File: config.mk
export PLATFORM = sky130hd
export DESIGN_NAME = ptw_top
export DESIGN_NICKNAME = d
export VERILOG_FILES = /design/src/rtl/ptw_pkg.sv /design/src/rtl/ptw_base_reg.sv /design/src/rtl/ptw_desc_eval.sv /design/src/rtl/ptw_fsm.sv /design/src/rtl/ptw_top.sv
export SDC_FILE = /design/constraint.sdc
export NUM_CORES = 1
export LEC_CHECK = 0
export BUFFER_PORTS_ARGS = -buffer_cell sky130_fd_sc_hd__buf_2
export CAP_MARGIN = 20
export CORE_MARGIN = 2
export CORE_UTILIZATION = 35
export CTS_BUF_LIST = sky130_fd_sc_hd__clkbuf_4 sky130_fd_sc_hd__clkbuf_8
export DETAILED_ROUTE_END_ITERATION = 16
export SLEW_MARGIN = 20
export SYNTH_ARGS = -nofsm -noshare
export SYNTH_HDL_FRONTEND = slang
export SYNTH_HIERARCHICAL = 1
export SYNTH_SLANG_ARGS = --single-unit
export TNS_END_PERCENT = 10
File: constraint.sdc
create_clock -name clk -period 5.2 [get_ports clk]
set_clock_uncertainty 0.05 [all_clocks]
set_input_delay 0.26 -clock clk [delete_from_list [all_inputs] [get_ports clk]]
set_output_delay 0.26 -clock clk [all_outputs]
set_load 0.005 [all_outputs]
File: src/rtl/ptw_pkg.sv
package ptw_pkg;

  typedef enum logic [1:0] {
    FLT_NONE  = 2'd0,
    FLT_PERM  = 2'd1,
    FLT_XLAT  = 2'd2,
    FLT_ALIGN = 2'd3
  } fault_e;

  typedef enum logic [1:0] {
    ACC_RD  = 2'd0,
    ACC_WR  = 2'd1,
    ACC_EX  = 2'd2,
    ACC_RSV = 2'd3
  } acc_e;

  typedef enum logic [1:0] {
    W_IDLE  = 2'd0,
    W_FETCH = 2'd1,
    W_WAIT  = 2'd2,
    W_DONE  = 2'd3
  } wstate_e;

  // descriptor bit positions
  localparam int unsigned DB_VALID = 0;
  localparam int unsigned DB_RD    = 1;
  localparam int unsigned DB_WR    = 2;
  localparam int unsigned DB_EX    = 3;
  localparam int unsigned DB_CACHE = 4;

  // size 0 byte, 1 halfword, 2/3 word
  function automatic logic addr_misaligned(input logic [1:0] a_lo, input logic [1:0] sz);
    logic r;
    case (sz)
      2'd0:    r = 1'b0;
      2'd1:    r = a_lo[0];
      default: r = (a_lo != 2'b00);
    endcase
    return r;
  endfunction

  // rwx = {exec, write, read}
  function automatic logic perm_granted(input logic [2:0] rwx, input acc_e kind);
    logic r;
    case (kind)
      ACC_RD:  r = rwx[0];
      ACC_WR:  r = rwx[1];
      ACC_EX:  r = rwx[2];
      default: r = 1'b0;
    endcase
    return r;
  endfunction

endpackage

File: src/rtl/ptw_base_reg.sv
module ptw_base_reg #(
  parameter int unsigned AW = 32,
  parameter logic [AW-1:0] RST_VAL = '0
) (
  input  logic          clk,
  input  logic          rst_n,
  input  logic          wr_en,
  input  logic [AW-1:0] wr_data,
  output logic [AW-1:0] base_q
);
  always_ff @(posedge clk or negedge rst_n) begin
    if (!rst_n)     base_q <= RST_VAL;
    else if (wr_en) base_q <= wr_data;
  end
endmodule

File: src/rtl/ptw_desc_eval.sv
module ptw_desc_eval
  import ptw_pkg::*;
#(
  parameter int unsigned VA_W   = 32,
  parameter int unsigned PG_OFS = 12
) (
  input  logic [VA_W-1:0] desc,
  input  logic [VA_W-1:0] vaddr,
  input  acc_e            kind,
  output fault_e          fault,
  output logic [VA_W-1:0] paddr,
  output logic            cacheable
);
  always_comb begin
    fault = FLT_NONE;
    if (!desc[DB_VALID])
      fault = FLT_XLAT;
    else if (!perm_granted(desc[DB_EX:DB_RD], kind))
      fault = FLT_PERM;
  end

  always_comb begin
    if (fault == FLT_NONE) begin
      paddr     = {desc[VA_W-1:PG_OFS], vaddr[PG_OFS-1:0]};
      cacheable = desc[DB_CACHE];
    end else begin
      paddr     = '0;
      cacheable = 1'b0;
    end
  end
endmodule

File: src/rtl/ptw_fsm.sv
module ptw_fsm
  import ptw_pkg::*;
(
  input  logic    clk,
  input  logic    rst_n,
  input  logic    accept,
  input  logic    misalign,
  input  logic    issue_ok,
  input  logic    rsp_valid,
  output wstate_e state
);
  wstate_e nxt;

  always_comb begin
    nxt = state;
    case (state)
      W_IDLE:  if (accept) nxt = misalign ? W_DONE : W_FETCH;
      W_FETCH: if (issue_ok) nxt = W_WAIT;
      W_WAIT:  if (rsp_valid) nxt = W_DONE;
      default: nxt = W_IDLE;
    endcase
  end

  always_ff @(posedge clk or negedge rst_n) begin
    if (!rst_n) state <= W_IDLE;
    else        state <= nxt;
  end
endmodule

File: src/rtl/ptw_top.sv
module ptw_top
  import ptw_pkg::*;
#(
  parameter int unsigned   VA_W        = 32,
  parameter int unsigned   PG_OFS      = 12,
  parameter int unsigned   ENTRY_BYTES = 4,
  parameter logic [31:0]   BASE_RST    = 32'h0
) (
  input  logic            clk,
  input  logic            rst_n,
  input  logic            base_wr_en,
  input  logic [VA_W-1:0] base_wr_data,
  input  logic            req_valid,
  output logic            req_ready,
  input  logic [VA_W-1:0] req_vaddr,
  input  logic [1:0]      req_kind,
  input  logic [1:0]      req_size,
  output logic            mem_req_valid,
  input  logic            mem_req_ready,
  output logic [VA_W-1:0] mem_req_addr,
  input  logic            mem_rsp_valid,
  input  logic [VA_W-1:0] mem_rsp_data,
  output logic            done_o,
  output logic [VA_W-1:0] done_paddr,
  output logic            done_cacheable,
  output logic [1:0]      done_fault
);
  localparam int unsigned IDX_W = VA_W - PG_OFS;
  localparam int unsigned ESH   = $clog2(ENTRY_BYTES);

  function automatic logic [VA_W-1:0] entry_addr(input logic [VA_W-1:0] base,
                                                 input logic [IDX_W-1:0] idx);
    logic [VA_W-1:0] off;
    off = VA_W'(idx) << ESH;
    return base + off;
  endfunction

  logic [VA_W-1:0] base_q;
  wstate_e         state;

  // named internal events
  logic evt_accept, evt_misalign, evt_issue, evt_rsp, in_wait;

  logic [VA_W-1:0] vaddr_q, daddr_q, res_paddr_q;
  acc_e            kind_q;
  fault_e          res_fault_q;
  logic            res_cache_q;

  fault_e          ev_fault;
  logic [VA_W-1:0] ev_paddr;
  logic            ev_cache;

  assign req_ready     = (state == W_IDLE);
  assign in_wait       = (state == W_WAIT);
  assign mem_req_valid = (state == W_FETCH);
  assign mem_req_addr  = daddr_q;

  assign evt_accept   = req_valid && req_ready;
  assign evt_misalign = addr_misaligned(req_vaddr[1:0], req_size);
  assign evt_issue    = mem_req_valid && mem_req_ready;
  assign evt_rsp      = in_wait && mem_rsp_valid;

  ptw_base_reg #(.AW(VA_W), .RST_VAL(BASE_RST[VA_W-1:0])) u_base (
    .clk     (clk),
    .rst_n   (rst_n),
    .wr_en   (base_wr_en),
    .wr_data (base_wr_data),
    .base_q  (base_q)
  );

  ptw_fsm u_fsm (
    .clk       (clk),
    .rst_n     (rst_n),
    .accept    (evt_accept),
    .misalign  (evt_misalign),
    .issue_ok  (evt_issue),
    .rsp_valid (mem_rsp_valid),
    .state     (state)
  );

  ptw_desc_eval #(.VA_W(VA_W), .PG_OFS(PG_OFS)) u_eval (
    .desc      (mem_rsp_data),
    .vaddr     (vaddr_q),
    .kind      (kind_q),
    .fault     (ev_fault),
    .paddr     (ev_paddr),
    .cacheable (ev_cache)
  );

  always_ff @(posedge clk or negedge rst_n) begin
    if (!rst_n) begin
      vaddr_q <= '0;
      daddr_q <= '0;
      kind_q  <= ACC_RD;
    end else if (evt_accept) begin
      vaddr_q <= req_vaddr;
      kind_q  <= acc_e'(req_kind);
      daddr_q <= entry_addr(base_q, req_vaddr[VA_W-1:PG_OFS]);
    end
  end

  always_ff @(posedge clk or negedge rst_n) begin
    if (!rst_n) begin
      res_fault_q <= FLT_NONE;
      res_paddr_q <= '0;
      res_cache_q <= 1'b0;
    end else if (evt_accept && evt_misalign) begin
      res_fault_q <= FLT_ALIGN;
      res_paddr_q <= '0;
      res_cache_q <= 1'b0;
    end else if (evt_rsp) begin
      res_fault_q <= ev_fault;
      res_paddr_q <= ev_paddr;
      res_cache_q <= ev_cache;
    end
  end

  assign done_o         = (state == W_DONE);
  assign done_paddr     = res_paddr_q;
  assign done_cacheable = res_cache_q;
  assign done_fault     = res_fault_q;
endmodule

==> out/metrics.cfg <==
[sta]
final-hold-violation-count = 0
period_needed_ns = 3.05
setup_ws_ns = 2.15
slew_headroom = 0.285
rsz0062_at_grt = no
setup_viol = 0
period_share = 0.587
fmax_mhz = 328
worst_pin_slew_ns = 1.07
drv_slew = 0
fin_setup_tns_ns = 0

[job]
cap_viol_max_count = 0

[synth]
netlist_area_um2 = 6630
synth.avg_cell_area_um2 = 10.3
yosys_warnings = 6
syn_nets = 776
netlist_instances = 645

[run_status]
status = complete, no violations

[worst_hold_path]
hold_path_end = u_base/base_q[28]
hold_class = in2reg
hold_depth = 2
min-delay-start = base_wr_data[28]

[cts]
cts.path.max_buffers = 2
cts.sinks = 115
ctsHoldBuffers = 46
clk_pin_slew_ns = 0.07
h-tree-depth = 4
cts_tree = done
cts_setup_buffers = 0
cts_root_buf = clkbuf_8
cts_buffers = 17
clk_latency_ns = 0.43
postCtsResizedCells = 0

[critical_path]
critical_path.startpoint = u_base/base_q[2]
rr_worst_depth = 10
cpMaxStageDelayCell = o41ai_4
rrSetupSlack_ns = 2.15
start_kind = register
path_max_fanout = 6
end_kind = register
cp_cell_sequence = ha_1, inv_1, fa_1, and2b_1, o2111ai_1, a21oi_1, nor3_1, o41ai_4, mux2_2, nand2_1
r2r_start = u_base/base_q[2]
reg2reg_to = mem_req_addr[26]
arrival_ns = 3.36
worstPathRequired_ns = 5.51
max_stage_delay_ns = 0.59
critPathKind = reg2reg

[global_routing]
grt_pass1_wl_mm = 27.1
grt_pass1_vias = 5381
grt_overflow = 0
grt_max_degree = 63
antenna_found_initial = 0
grt.total_usage = 0.171

[route]
routed_wl_mm = 16.8
drcViolationCount = 0
drt_iter0_markers = 231
firstDrtPassIters = 4
dr_total_vias = 5394
ant_nets = 0
wl_per_cell_um = 15.5
viasPerCell = 4.95

[power]
power.leakage_uw = 0.00423
power_density_nw_per_um2 = 434
irDropWorstVdd_mv = 0.180

[placed_design]
port_buffers = 168
place.gp.congestion = 0.824
dpl.hpwl_mm = 11.3
dp_slack_ns = 2.16

[final_layout]
nNetsFinal = 973
final_layout_size_suffix_gt1_frac = 0.333
antenna_cells = 0
syn2layout_area_growth_pct = 27.6

[die]
core_area_um2 = 18600
row_count = 50
die_w_um = 142
die_h_um = 142
io-pin-count = 176
dieArea_um2 = 20100
start_util = 0.356

## cell usage in the layout, fill, tap and decap left out, types with 23 or more instances in the layout
cell type and instances:
o21ai_0 32, inv_1 50, nand2_1 95, o22ai_2 30, buf_2 167, dlygate4sd3_1 46
a22o_1 33, nand3b_1 33, mux2_4 30, nor2_1 23, dfrtp_1 115, ha_1 24
## layer usage
metal,global-route usage,part of all wire,vias to the layer above,wire length [µm]
met1,0.232,0.48,2547,8130
li1,-,-,2679,-
met2,0.269,0.46,160,7720
met4,0.0537,0.0053,0,90
met3,0.0415,0.053,8,891
met5,0,0,-,0
## per-stage QoR
step	util	total power, µW	std cells	cell area (µm²)	hold WS (ns)
2_1_floorplan	-	2260	645	6630	-0.0856
3_3_place_gp	0.406	2740	1011	7560	0.334
3_5_place_dp	0.406	2760	1011	7560	0.319
4_1_cts	0.454	3720	1089	8460	0.00282
5_1_grt	0.454	3950	1089	8460	0.00661
6_report	0.454	3670	1089	8460	0.0458
## how the worst max path moves through the flow
| stage | cells after the start | slack [ns] | endpoint |
|---|---|---|---|
| after floorplan | 10 | 2.58 | mem_req_addr[26] |
| after global placement | 10 | 2.19 | mem_req_addr[26] |
| after detailed placement | 11 | 2.16 | mem_req_addr[26] |
| after CTS | 10 | 2.13 | mem_req_addr[26] |
| after global routing | 10 | 1.94 | mem_req_addr[26] |
| final | 10 | 2.15 | mem_req_addr[26] |
## sequential cells by signal (all words and copies together), names as in the netlist
name            cells
done_paddr         32
mem_req_addr       32
u_base/base_q      32
vaddr_q            12
done_fault          2
kind_q              2
u_fsm/state         2
done_cacheable      1
## power by group
| group | total (µW) | switching (µW) | internal, µW |
|---|---|---|---|
| clock network | 911 | 370 | 541 |
| logic | 1340 | 696 | 641 |
| registers | 1420 | 232 | 1190 |
| total | 3670 | 1300 | 2370 |
## worst max-delay path: cells and delay by family (launching register included)
family / cells / cell delay [ns]
muxes: 1 / 0.39
buffers and inverters: 1 / 0.07
and+or+nand+nor: 3 / 0.45
AOI/OAI and AO/OA: 3 / 1.05
DFF: 1 / 0.37
adders and majority gates: 2 / 0.60
## area by class of cell
| cell class | instances | area, µm² |
|---|---|---|
| fillers | 1801 | 10200 |
| multi-input cells | 438 | 3310 |
| clock inverters | 9 | 125 |
| repair buffers | 220 | 1350 |
| clock buffers | 23 | 310 |
| well taps | 234 | 293 |
| inverters | 50 | 188 |
| flip-flops and latches | 115 | 2880 |
Note: power is estimated with default switching activity, not from simulation.
